[src/rtl/stld_pkg.sv]
package stld_pkg;

   typedef enum logic [1:0] {
      BSRC_RAM  = 2'd0,
      BSRC_OLD  = 2'd1,
      BSRC_NEW  = 2'd2,
      BSRC_ZERO = 2'd3
   } bsrc_e;

   // Youngest writer of a byte wins; a zeroing writer supplies zero.
   function automatic bsrc_e pick_src(input logic new_hit, input logic new_zero,
                                      input logic old_hit, input logic old_zero);
      if (new_hit) return new_zero ? BSRC_ZERO : BSRC_NEW;
      if (old_hit) return old_zero ? BSRC_ZERO : BSRC_OLD;
      return BSRC_RAM;
   endfunction

endpackage

[src/rtl/stld_pipe_reg.sv]
module stld_pipe_reg #(
   parameter int W = 8
) (
   input  logic         clk,
   input  logic         rst_n,
   input  logic         in_vld,
   input  logic [W-1:0] in_pay,
   output logic         out_vld,
   output logic [W-1:0] out_pay
);
   if (W < 1) begin : g_bad_w
      $error("stld_pipe_reg: W must be at least 1");
   end

   always_ff @(posedge clk) begin
      if (!rst_n) begin
         out_vld <= 1'b0;
         out_pay <= '0;
      end else begin
         out_vld <= in_vld;
         out_pay <= in_pay;
      end
   end
endmodule

[src/rtl/stld_match.sv]
module stld_match #(
   parameter int NB       = 8,
   parameter int ROW_BITS = 6,
   parameter int WAYS     = 2,
   parameter int WAY_BITS = 1
) (
   input  logic                vld,
   input  logic                zero,
   input  logic [WAY_BITS-1:0] way,
   input  logic [ROW_BITS-1:0] row,
   input  logic [NB-1:0]       mask,
   input  logic [WAY_BITS-1:0] ld_way,
   input  logic [ROW_BITS-1:0] ld_row,
   output logic [NB-1:0]       byte_hit
);
   logic way_eq;
   logic row_hit;

   if (WAYS > 1) begin : g_multi_way
      assign way_eq = (way == ld_way);
   end else begin : g_single_way
      logic unused_way;
      assign unused_way = ^{way, ld_way};
      assign way_eq     = 1'b1;
   end

   assign row_hit = vld && way_eq && (row == ld_row);

   for (genvar b = 0; b < NB; b++) begin : g_byte
      assign byte_hit[b] = row_hit && (zero || mask[b]);
   end
endmodule

[src/rtl/stld_merge.sv]
module stld_merge
   import stld_pkg::*;
#(
   parameter int NB = 8
) (
   input  logic [8*NB-1:0] ram_rdata,
   input  logic [8*NB-1:0] old_data,
   input  logic [8*NB-1:0] new_data,
   input  logic [NB-1:0]   old_hit,
   input  logic [NB-1:0]   new_hit,
   input  logic            old_zero,
   input  logic            new_zero,
   output logic [8*NB-1:0] data
);
   for (genvar b = 0; b < NB; b++) begin : g_byte
      bsrc_e src;
      assign src = pick_src(new_hit[b], new_zero, old_hit[b], old_zero);
      always_comb begin
         unique case (src)
            BSRC_NEW:  data[8*b +: 8] = new_data[8*b +: 8];
            BSRC_OLD:  data[8*b +: 8] = old_data[8*b +: 8];
            BSRC_ZERO: data[8*b +: 8] = 8'h00;
            default:   data[8*b +: 8] = ram_rdata[8*b +: 8];
         endcase
      end
   end
endmodule

[src/rtl/stld_bypass.sv]
module stld_bypass #(
   parameter int DATA_BYTES = 8,
   parameter int ROW_BITS   = 6,
   parameter int WAYS       = 2,
   localparam int WAY_BITS  = (WAYS > 1) ? $clog2(WAYS) : 1,
   localparam int DW        = 8 * DATA_BYTES
) (
   input  logic                  clk,
   input  logic                  rst_n,
   input  logic                  st_valid,
   input  logic                  st_hit,
   input  logic                  st_zero,
   input  logic [WAY_BITS-1:0]   st_way,
   input  logic [ROW_BITS-1:0]   st_row,
   input  logic [DATA_BYTES-1:0] st_mask,
   input  logic [DW-1:0]         st_data,
   input  logic                  ld_valid,
   input  logic [WAY_BITS-1:0]   ld_way,
   input  logic [ROW_BITS-1:0]   ld_row,
   input  logic [DW-1:0]         ram_rdata,
   output logic                  ld_rvalid,
   output logic [DW-1:0]         ld_data
);
   localparam int SPW = 1 + WAY_BITS + ROW_BITS + DATA_BYTES + DW;
   localparam int LPW = WAY_BITS + ROW_BITS;

   if (DATA_BYTES < 1) begin : g_bad_bytes
      $error("stld_bypass: DATA_BYTES must be at least 1");
   end
   if (ROW_BITS < 1) begin : g_bad_rows
      $error("stld_bypass: ROW_BITS must be at least 1");
   end
   if (WAYS < 1) begin : g_bad_ways
      $error("stld_bypass: WAYS must be at least 1");
   end

   logic                  wr_en;
   logic [SPW-1:0]        st_pay;
   logic [SPW-1:0]        old_pay;
   logic                  old_vld;
   logic                  old_zero;
   logic [WAY_BITS-1:0]   old_way;
   logic [ROW_BITS-1:0]   old_row;
   logic [DATA_BYTES-1:0] old_mask;
   logic [DW-1:0]         old_data;
   logic [LPW-1:0]        ld_pay;
   logic [LPW-1:0]        ld_pay_q;
   logic [WAY_BITS-1:0]   q_way;
   logic [ROW_BITS-1:0]   q_row;
   logic [DATA_BYTES-1:0] new_hit;
   logic [DATA_BYTES-1:0] old_hit;

   // Only stores that hit reach the RAM, so only they are tracked.
   assign wr_en  = st_valid && st_hit;
   assign st_pay = {st_zero, st_way, st_row, st_mask, st_data};
   assign ld_pay = {ld_way, ld_row};

   // Write landing at the edge where the load address is sampled.
   stld_pipe_reg #(.W(SPW)) u_old_store (
      .clk     (clk),
      .rst_n   (rst_n),
      .in_vld  (wr_en),
      .in_pay  (st_pay),
      .out_vld (old_vld),
      .out_pay (old_pay)
   );
   assign {old_zero, old_way, old_row, old_mask, old_data} = old_pay;

   // Load address aligned with the registered RAM output.
   stld_pipe_reg #(.W(LPW)) u_load (
      .clk     (clk),
      .rst_n   (rst_n),
      .in_vld  (ld_valid),
      .in_pay  (ld_pay),
      .out_vld (ld_rvalid),
      .out_pay (ld_pay_q)
   );
   assign {q_way, q_row} = ld_pay_q;

   stld_match #(.NB(DATA_BYTES), .ROW_BITS(ROW_BITS), .WAYS(WAYS), .WAY_BITS(WAY_BITS)) u_match_new (
      .vld      (wr_en),
      .zero     (st_zero),
      .way      (st_way),
      .row      (st_row),
      .mask     (st_mask),
      .ld_way   (q_way),
      .ld_row   (q_row),
      .byte_hit (new_hit)
   );

   stld_match #(.NB(DATA_BYTES), .ROW_BITS(ROW_BITS), .WAYS(WAYS), .WAY_BITS(WAY_BITS)) u_match_old (
      .vld      (old_vld),
      .zero     (old_zero),
      .way      (old_way),
      .row      (old_row),
      .mask     (old_mask),
      .ld_way   (q_way),
      .ld_row   (q_row),
      .byte_hit (old_hit)
   );

   stld_merge #(.NB(DATA_BYTES)) u_merge (
      .ram_rdata (ram_rdata),
      .old_data  (old_data),
      .new_data  (st_data),
      .old_hit   (old_hit),
      .new_hit   (new_hit),
      .old_zero  (old_zero),
      .new_zero  (st_zero),
      .data      (ld_data)
   );
endmodule

[config.mk]
export PLATFORM = sky130hd
export DESIGN_NAME = stld_bypass
export DESIGN_NICKNAME = d
export VERILOG_FILES = /design/src/rtl/stld_pkg.sv /design/src/rtl/stld_pipe_reg.sv /design/src/rtl/stld_match.sv /design/src/rtl/stld_merge.sv /design/src/rtl/stld_bypass.sv
export SDC_FILE = /design/constraint.sdc
export NUM_CORES = 1
export LEC_CHECK = 0
export BUFFER_PORTS_ARGS = -buffer_cell sky130_fd_sc_hd__buf_2
export CAP_MARGIN = 20
export CORE_AREA = 2 2 82 115
export DETAILED_ROUTE_END_ITERATION = 10
export DIE_AREA = 0 0 84 117
export HOLD_SLACK_MARGIN = 0.08
export PLACE_DENSITY = 0.81
export SYNTH_ARGS = -nofsm -noshare
export SYNTH_HDL_FRONTEND = slang
export SYNTH_SLANG_ARGS = --single-unit
[constraint.sdc]
create_clock -name clk -period 6.55 [get_ports clk]
set_clock_uncertainty 0.2 [all_clocks]
set_input_delay 0.3275 -clock clk [delete_from_list [all_inputs] [get_ports clk]]
set_output_delay 0.3275 -clock clk [all_outputs]
set_load 0.02 [all_outputs]
# --- After elaboration in Yosys (flattened, before gate mapping) ---
# Index checks and enable logic that the tools add are counted.
word_totals:
  register_bits: 89
  latch_bits: 0
  mem_bits_rw: 0
  romBits: 0
  input_bits: 156
  out_inout_bits: 65
  elab_cells: 135
  memories: 0
op_classes:
  n_addsub: 0
  mul: 0
  div_mod_pow: 0
  magnitude_cmp: 0
  n_eq_ne: 28
  n_shift: 0
  muxes: 66
  bitwise: 0
  reduce_logical: 37
ops:
  columns: ["cell", "n"]
  rows:
  - ["8-bit one-hot mux with 3 select lines", 8]
  - ["2-bit 2-to-1 mux", 33]
  - ["2-bit equality test, second input constant", 16]
  - ["1-bit 2-to-1 mux", 25]
  - ["1-bit logical AND", 21]
  - ["2-bit by 1-bit equality test with 1-bit output, second input constant", 8]
  - ["1-bit logical OR", 16]
  - ["6-bit equality test", 2]
  - ["1-bit equality test", 2]

# --- Longest topological paths before layout ---
# Gate-level depths: netlist of the first run.
logic_depth:
  ltp_word: 10
  ltp_mapped: 7
  ltp_nobuf: 5

# --- By module ---
# A second synthesis of the first run with hierarchy kept.
unflattened:
  hier_cells: 500
  hier_area_um2: 4767.1
modules_own_cells:
  columns: ["module", "instances", "cells_per_inst", "area_per_inst_um2", "seq_area_each_um2"]
  rows:
  - ["stld_pipe_reg (u_old_store)", 1, 170, 2269.7, 1621.6]
  - ["stld_merge", 1, 261, 1960.6, 0.0]
  - ["stld_match", 2, 26, 160.2, 0.0]
  - ["stld_pipe_reg (u_load)", 1, 16, 210.2, 160.2]
  - ["stld_bypass", 1, 1, 6.3, 0.0]

# --- Least setup slack after synthesis of the first run ---
# Ideal clock, no wire load.
synth_path:
  path_type: "flip-flop to output port"
  from: "reg u_load.out_pay[5]"
  to: "out ld_data[24]"
  arrival_ps: 2209
  required_time_ps: 6023
  slack_ps: 3813
  stages_incl_launch_ff: 8
  cell_sequence: "dfxtp_1 > xor2_1 > or4_4 > buf_6 > nor3_4 > and3b_1 > buf_6 > a221o_1"
synth_between:
  elab_chain_len: 9
  elab_cells_between_ends: 16
synth_lines:
  columns: ["item", "line", "rtl"]
  rows:
  - ["from (decl)", "stld_pipe_reg.sv:9", "output logic [W-1:0] out_pay"]
  - ["from (signal assigned)", "stld_pipe_reg.sv:21", "out_pay <= in_pay;"]
  - ["6-bit equality test", "stld_match.sv:27", "assign row_hit = vld && way_eq && (row == ld_row);"]
  - ["1-bit logical AND", "stld_match.sv:27", null]
  - ["1-bit logical AND", "stld_match.sv:30", "assign byte_hit[b] = row_hit && (zero || mask[b]);"]
  - ["1-bit 2-to-1 mux (2 in a row)", "stld_pkg.sv:14", "if (old_hit) return old_zero ? BSRC_ZERO : BSRC_OLD;"]
  - ["2-bit 2-to-1 mux", "stld_pkg.sv:15", "return BSRC_RAM;"]
  - ["2-bit 2-to-1 mux *", "stld_pkg.sv:14", null]
  - ["2-bit equality test / 2-bit by 1-bit equality test with 1-bit output (equally long branches)", "stld_merge.sv:19", "unique case (src)"]
  - ["8-bit one-hot mux with 3 select lines *", "stld_merge.sv:19", null]
  - ["to (decl)", "stld_bypass.sv:22", "output logic [DW-1:0] ld_data"]
# Mark *: on every way between the ends. The rest lies on a longest branch, timed or not. The select of a mux whose other input is x is not followed.

# --- Final worst setup path of the first run ---
layout_path:
  from: "in st_row[5]"
  to: "out ld_data[7]"
layout_between:
  elab_chain_len: 7
  elab_cells_between_ends: 9
layout_lines:
  columns: ["item", "line", "rtl"]
  rows:
  - ["from (decl)", "stld_bypass.sv:14", "input logic [ROW_BITS-1:0] st_row,"]
  - ["6-bit equality test *", "stld_match.sv:27", null]
  - ["1-bit logical AND *", "stld_match.sv:27", null]
  - ["1-bit logical AND *", "stld_match.sv:30", null]
  - ["1-bit 2-to-1 mux *", "stld_pkg.sv:13", "if (new_hit) return new_zero ? BSRC_ZERO : BSRC_NEW;"]
  - ["2-bit 2-to-1 mux *", "stld_pkg.sv:14", null]
  - ["2-bit equality test / 2-bit by 1-bit equality test with 1-bit output (equally long branches)", "stld_merge.sv:19", null]
  - ["8-bit one-hot mux with 3 select lines *", "stld_merge.sv:19", null]
# Mark *: on every way between the ends. The rest lies on a longest branch, timed or not.

==> results of run 1 <==
sequential cells by signal, summed over array words and instances (netlist names):
| register | cells |
|---|---|
| u_load.out_pay | 7 |
| u_load.out_vld | 1 |
| u_old_store.out_pay | 80 |
| u_old_store.out_vld | 1 |
cell families after synthesis:
| kind of cell | count (synthesis) |
|---|---|
| AOI/OAI and AO/OA | 64 |
| buffers and inverters | 23 |
| DFF | 89 |
| and+or+nand+nor | 211 |
| xor gates and xnor gates | 14 |
metal layers:
metal,vias to the layer above,GRT usage
li1,2119,-
met2,195,0.517
met5,-,0
met1,2073,0.287
met4,0,0.118
met3,39,0.0512
where the power goes:
part           internal [mW]  switching (mW)
clock network          0.307           0.210
logic                  0.132           0.108
registers              0.571          0.0121
total                   1.01           0.331
timing repair:
action                                 CTS  global route
hold buffers                            89             0
resized for setup                        0             0
endpoints found under the hold margin   88             0
cell type report:
cell class	count	share of cell area
multi-input combinational	289	0.351
timing repair buffer	319	0.314
sequential	89	0.269
clock buffer	10	0.0361
tap	107	0.0202
clock inverter	6	0.00984
through the flow:
| stage | hold WS [ps] | setup WS (ps) |
|---|---|---|
| 2_1_floorplan | 249 | 3810 |
| 3_5_place_dp | 337 | 3310 |
| 6_report | 324 | 2740 |
| 4_1_cts | 315 | 2770 |
| 5_1_grt | 352 | 2630 |
| 3_3_place_gp | 334 | 3350 |
worst max path at each step:
stage,startpoint,endpoint,slack (ps)
after CTS,st_row[1],ld_data[11],2770
final,st_row[5],ld_data[7],2740
after detailed placement,st_row[1],ld_data[11],3310
after global routing,st_row[5],ld_data[5],2630
after floorplan,u_load.out_pay[5],ld_data[24],3810
after global placement,u_load.out_pay[3],ld_data[21],3350
cells in the mapped netlist:
cell type	number	area, sq um
and2_1	90	563
and3b_1	8	70.1
xnor2_1	11	96.3
nor4_1	9	56.3
buf_1	1	3.75
or4_4	1	11.3
nand4_1	2	12.5
nor4b_2	1	15.0
nor3b_1	64	480
clkbuf_1	10	37.5
buf_4	1	7.51
nor3b_4	7	131
a211o_1	2	17.5
buf_2	8	40.0
and3_1	1	6.26
or2_1	1	6.26
nand2_1	3	11.3
nor2_1	16	60.1
xor2_1	3	26.3
a221o_1	62	621
buf_6	3	33.8
nor3_4	8	130
dfxtp_1	89	1780
==> results.txt, run 1 <==
initial antenna violation count - 0
area occupied by multi-input gates - 0.00232 sq mm
FILL cells - 591
via count - 4426
CTS root buffer - clkbuf_16
TritonCTS sink count - 89
post-CTS setup buffer count - 0
gpl congestion - 0.815
crit-path leading delay family - simple AND/OR/NAND/NOR gates
Synth cell types - 23
XOR/XNOR Fraction of Synth Area - 0.0291
register area - 0.00178 sq mm
fin crit share - 0.582
number of remaining DRC errors - 0
Core Area - 0.00887 sq mm
largest family of logic cells by synthesized area - simple AND/OR/NAND/NOR gates
met1 wire length - 5170 microns
num rows - 41
post-synthesis mux area share - 0
VDD IR-drop max - 0.202 mV
Synth Area in Compound Gates - 0.151
die area - 0.00983 sq mm
Cell Chain, Critical Path - dlygate4sd3_1 -> buf_2 -> xor2_1 -> or4_4 -> or2_1 -> nor3b_4 -> a221o_1 -> buf_2
routed wire length - 13700 microns
overall power - 1.34 mW
CP Buf/Inv Count - 3
Post-Synth Adder-Cell Area - 0
Startpoint Class - primary input
Worst Hold Class - in2reg
Final Cell Area - 0.00662 sq mm
Top Layer Used - met4
effective utilization at floorplan - 0.475
Clock transition at path regs - 60 ps
DRT Pass-1 Iters - 4
Finished Layout Cells - 820
MaxCap Viol Count - 0
routed vias/inst - 5.40
flops & latches, synth - 89
Die Y-Extent - 117 microns
DR WL/cell - 16.6 microns
initial drt markers - 298
Mean Syn Cell Area - 10.5 sq um
Worst path max stage delay - 690 ps
Crit path depth - 8
CTS tree - yes
CP Max Fanout - 10
final core utilization - 0.745
hold worst-path end - u_old_store.out_pay[79]
fraction of layout cells with a size suffix above 1 - 0.370
Placed Instance Area - 0.00540 sq mm
GR Overflow Total - 0
syn_nets - 557
I/O Buffers - 220
CP dominant cell by count - buf_2
critical path class - in2out
total CTS buffers - 9
nets - 864
Area Overhead vs Synth - 56.8%
placed cells - 714
die width - 84 microns
Total GRT Usage - 0.269
Max Buffers Root-to-Sink - 2
ANT nets after route - 0
CP Capture Type - output pin
Routed met3 length - 690 microns
vias in the first global route - 4501
maximum clock rate - 262 MHz
most frequent cells in the layout - 222 x buf_2, 90 x and2_1, 89 x dlygate4sd3_1, 89 x dfxtp_1, 64 x nor3b_1
Mapped Cells - 401
PD cells - 203 mW/mm^2
Hold Path Stages - 2
relative slew slack - 0.442
worst slew pin tran - 831 ps
share of synthesized cell area in and, or, nand and nor gates - 0.368
Setup-failing EPs final - 0
sequential area share after synthesis - 0.422
first-pass GRT wire length - 21100 microns
hold path start - st_zero
largest net degree at the start of global routing - 90
clock period minus worst slack - 3810 ps
leakage power - 3.03 nW
final slew viol count - 0
Synth Warn # - 0
outcome - complete, no violations
Syn Std Cell Area - 0.00422 sq mm
H-tree depth - 3
final hold violation count - 0
IO Count - 221
CP arrival - 3280 ps
RSZ-0062 raised after global routing - false
setup total negative slack - 0 ps
Slowest cell on crit path - or4_4
n_diodes - 0
HPWL Detailed - 8590 microns
Data required, critical path - 6020 ps
wire length on met2 - 7380 microns
commonest non-fill, non-tap cell in the layout - buf_2
Note: power is estimated with default switching activity, not from simulation.
==> run 2: changes to the inputs <==
--- a/config.mk
+++ b/config.mk
@@ -7,11 +7,11 @@
 export LEC_CHECK = 0
 export BUFFER_PORTS_ARGS = -buffer_cell sky130_fd_sc_hd__buf_2
 export CAP_MARGIN = 20
-export CORE_AREA = 2 2 82 115
+export CORE_AREA = 2 2 89 126
 export DETAILED_ROUTE_END_ITERATION = 10
-export DIE_AREA = 0 0 84 117
+export DIE_AREA = 0 0 91 128
 export HOLD_SLACK_MARGIN = 0.08
-export PLACE_DENSITY = 0.81
+export PLACE_DENSITY = 0.72
 export SYNTH_ARGS = -nofsm -noshare
 export SYNTH_HDL_FRONTEND = slang
 export SYNTH_SLANG_ARGS = --single-unit
==> constraint.sdc (replaced) <==
create_clock -name clk -period 3.1 [get_ports clk]
set_clock_uncertainty 0.2 [all_clocks]
set_input_delay 0.155 -clock clk [delete_from_list [all_inputs] [get_ports clk]]
set_output_delay 0.155 -clock clk [all_outputs]
set_load 0.02 [all_outputs]
==> results.txt, run 2 (synthesized netlist as in run 1, its figures left out) <==
IO Count - 221
num rows - 45
maximum clock rate - 336 MHz
Largest Register - u_old_store.out_pay
Area Overhead vs Synth - 62.9%
Worst Slack Setup Final - 125 ps
CP arrival - 2620 ps
clock period minus worst slack - 2970 ps
routed vias/inst - 5.08
CTS root buffer - clkbuf_16
total CTS buffers - 9
register area - 0.00178 sq mm
initial antenna violation count - 0
Core Area - 0.0106 sq mm
H-tree depth - 3
DR WL/cell - 15.5 microns
Worst Hold Class - in2reg
Total GRT Usage - 0.223
biggest regs - u_old_store.out_pay x80, u_load.out_pay x7
CP dominant cell by count - buf_2
Slowest cell on crit path - or4_4
commonest non-fill, non-tap cell in the layout - buf_2
number of remaining DRC errors - 0
relative slew slack - 0.503
CP Max Fanout - 8
worst slew pin tran - 745 ps
outcome - complete, no violations
FILL cells - 851
CP Buf/Inv Count - 4
fin crit share - 0.960
Setup-failing EPs final - 0
n_diodes - 0
Clock transition at path regs - 60 ps
overall power - 2.93 mW
Setup WS pre-CTS - 187 ps
via count - 4457
largest net degree at the start of global routing - 54
final slew viol count - 0
initial drt markers - 156
critical path class - in2out
TritonCTS sink count - 89
CTS tree - yes
VDD IR-drop max - 0.256 mV
MaxCap Viol Count - 0
setup total negative slack - 0 ps
Worst path max stage delay - 570 ps
RSZ-0062 raised after global routing - false
leakage power - 3.16 nW
fraction of layout cells with a size suffix above 1 - 0.393
I/O Buffers - 220
nets - 888
die width - 91 microns
Max Buffers Root-to-Sink - 2
Cell Chain, Critical Path - dlygate4sd3_1 -> buf_2 -> nand2_1 -> or4_4 -> buf_4 -> nor3_4 -> and3b_1 -> a221o_1 -> buf_2
area occupied by multi-input gates - 0.00232 sq mm
Die Y-Extent - 128 microns
final hold violation count - 0
CP Capture Type - output pin
vias in the first global route - 4489
most frequent cells in the layout - 220 x buf_2, 90 x and2_1, 89 x dlygate4sd3_1, 89 x dfxtp_1, 64 x nor3b_1
PD cells - 427 mW/mm^2
Data required, critical path - 2740 ps
routed wire length - 13600 microns
first-pass GRT wire length - 21000 microns
effective utilization at floorplan - 0.399
Largest register FFs - 80
gpl congestion - 0.815
crit-path leading delay family - simple AND/OR/NAND/NOR gates
GR Overflow Total - 0
Startpoint Class - primary input
HPWL Detailed - 9120 microns
ANT nets after route - 0
die area - 0.0116 sq mm
DRT Pass-1 Iters - 4
==> run 2: worst paths after layout <==
check / slack (ps) / end / depth (start not counted) / start
max: 130 / ld_data[58] / 9 / st_hit
min: 160 / u_old_store.out_pay[79] / 2 / st_zero
==> run 2: where the power goes <==
group          leakage, nW  internal, mW  total (mW)  switching (mW)
clock network        0.159         0.731        1.19           0.457
logic                 2.26         0.284       0.513           0.229
registers            0.742          1.21        1.23          0.0255
total                 3.16          2.22        2.93           0.712
==> run 2: timing repair <==
action / 4_1_cts / 5_1_grt
endpoints found under the hold margin: 88 / 0
setup buffers: 8 / 2
setup endpoints to repair: 56 / 51
hold buffers: 89 / 0
gates resized for setup: 1 / 2
pin swaps: 8 / 2
==> run 2: metrics by stage <==
step	area, sq um	cells	hold slack, ps	util
2_1_floorplan	4220	401	76.7	-
3_3_place_gp	5560	763	162	0.525
3_5_place_dp	5560	763	168	0.525
4_1_cts	6850	876	165	0.647
5_1_grt	6870	878	179	0.649
6_report	6870	878	165	0.649
==> run 2: area by class of cell <==
class,count,share of cell area
Clock buffer,10,0.0348
Clock inverter,6,0.0131
Multi-Input combinational cell,289,0.338
Sequential cell,89,0.259
Tap cell,141,0.0257
Timing Repair Buffer,343,0.329
==> run 2: per-layer routing <==
metal / part of all wire / track usage / vias up
li1: - / - / 2161
met1: 0.39 / 0.242 / 2071
met2: 0.53 / 0.420 / 191
met3: 0.047 / 0.0306 / 34
met4: 0.031 / 0.108 / 0
met5: 0 / 0 / -
==> run 3: changes to the inputs <==
--- a/config.mk
+++ b/config.mk
@@ -10,6 +10,7 @@
 export CORE_AREA = 2 2 89 126
 export DETAILED_ROUTE_END_ITERATION = 10
 export DIE_AREA = 0 0 91 128
+export GPL_TIMING_DRIVEN = 0
 export HOLD_SLACK_MARGIN = 0.08
 export PLACE_DENSITY = 0.72
 export SYNTH_ARGS = -nofsm -noshare
==> results.txt, run 3 (synthesized netlist as in run 1, its figures left out) <==
I/O Buffers - 218
Core Area - 0.0106 sq mm
Worst path max stage delay - 540 ps
DR WL/cell - 16.2 microns
final hold violation count - 0
die width - 91 microns
effective utilization at floorplan - 0.399
CP arrival - 2670 ps
CTS tree - yes
Setup-failing EPs final - 0
hold path start - rst_n
largest net degree at the start of global routing - 15
routed vias/inst - 5.18
fraction of layout cells with a size suffix above 1 - 0.359
Max Buffers Root-to-Sink - 2
MaxCap Viol Count - 0
H-tree depth - 3
crit-path leading delay family - simple AND/OR/NAND/NOR gates
Slowest cell on crit path - or4_4
vias in the first global route - 5298
RSZ-0062 raised after global routing - false
Critical Path Start - u_load.out_pay[5]
CP Capture Type - output pin
Placed Instance Area - 0.00552 sq mm
Startpoint Class - register
GR Overflow Total - 0
critical path class - reg2out
Area Overhead vs Synth - 79.8%
relative slew slack - 0.482
gpl congestion - 0.853
Worst Hold Class - in2reg
Largest Register - u_old_store.out_pay
clock period minus worst slack - 3030 ps
CTS root buffer - clkbuf_16
first-pass GRT wire length - 24500 microns
IO Count - 221
most frequent cells in the layout - 229 x buf_2, 157 x dlygate4sd3_1, 90 x and2_1
commonest non-fill, non-tap cell in the layout - buf_2
initial antenna violation count - 1
Largest register FFs - 80
outcome - complete, no violations
Cell Chain, Critical Path - xor2_1 -> or4_4 -> buf_6 -> nor3_4 -> and3b_1 -> buf_2 -> a221o_1 -> buf_2
FILL cells - 787
Total GRT Usage - 0.260
PD cells - 377 mW/mm^2
final slew viol count - 0
total CTS buffers - 9
Data required, critical path - 2740 ps
fin crit share - 0.977
area occupied by multi-input gates - 0.00237 sq mm
maximum clock rate - 330 MHz
CP Buf/Inv Count - 3
Die Y-Extent - 128 microns
via count - 4958
CP dominant cell by count - buf_2
HPWL Detailed - 9460 microns
CP Max Fanout - 10
Clock transition at path regs - 60 ps
biggest regs - u_old_store.out_pay x80, u_load.out_pay x7
TritonCTS sink count - 89
ANT nets after route - 0
Worst Slack Setup Final - 71.3 ps
leakage power - 3.52 nW
num rows - 45
initial drt markers - 175
routed wire length - 15500 microns
worst slew pin tran - 770 ps
die area - 0.0116 sq mm
Final Cell Area - 0.00759 sq mm
DRT Pass-1 Iters - 4
Setup WS pre-CTS - -28.4 ps
number of remaining DRC errors - 0
register area - 0.00178 sq mm
VDD IR-drop max - 0.265 mV
nets - 967
run 3: cell types whose count changed in the layout (fill, tap and decap cells not counted), moves of 2 or more:
cell	previous run	this run
nor4_1	8	2
clkinvlp_4	1	3
buf_2	220	229
dlygate4sd3_1	89	157
bufinv_16	2	0
clkbuf_1	0	11
buf_4	33	16
nor4_2	1	6
buf_6	0	7
run 3: layer usage:
layer,GRT usage,vias to the layer above,wire (microns)
li1,-,2317,-
met1,0.264,2408,5860
met2,0.516,195,8440
met3,0.0412,38,746
met4,0.111,0,439
met5,0,-,0
run 3: final cells by class:
type | count | share of cell area
Multi-Input combinational cell | 289 | 0.312
Timing Repair Buffer | 399 | 0.375
Antenna cell | 1 | 0.000330
Clock buffer | 12 | 0.0338
Sequential cell | 89 | 0.235
Tap cell | 141 | 0.0233
Buffer | 23 | 0.0170
Clock inverter | 4 | 0.00363
run 3: stage by stage:
step | utilization | hold slack (ps) | instances | TNS [ps] | power [mW]
global route | 0.717 | 178 | 958 | 0 | 2.96
finish | 0.717 | 146 | 958 | 0 | 2.86
global placement | 0.518 | 164 | 760 | -28730 | 1.66
detailed placement | 0.522 | 168 | 765 | -167 | 1.67
floorplan | - | 76.7 | 401 | 0 | 1.48
CTS | 0.713 | 136 | 955 | 0 | 2.86
run 3: path summary, 6_finish.rpt:
kind / to / slack, ps / depth (start not counted)
setup / recovery: ld_data[40] / 70 / 8
hold / removal: u_old_store.out_pay[73] / 150 / 2
run 3: timing repair:
item,4_1_cts,5_1_grt
hold endpoints to repair,89,0
pin swaps,17,1
setup buffers,17,2
gates resized for setup,6,6
setup endpoints to repair,64,50
hold buffers,157,0
run 3: power by group:
part / internal (mW) / total (mW) / switching, mW / leakage, nW
Clock: 0.586 / 1.03 / 0.447 / 0.131
Sequential: 1.21 / 1.23 / 0.0235 / 0.742
Combinational: 0.338 / 0.597 / 0.258 / 2.65
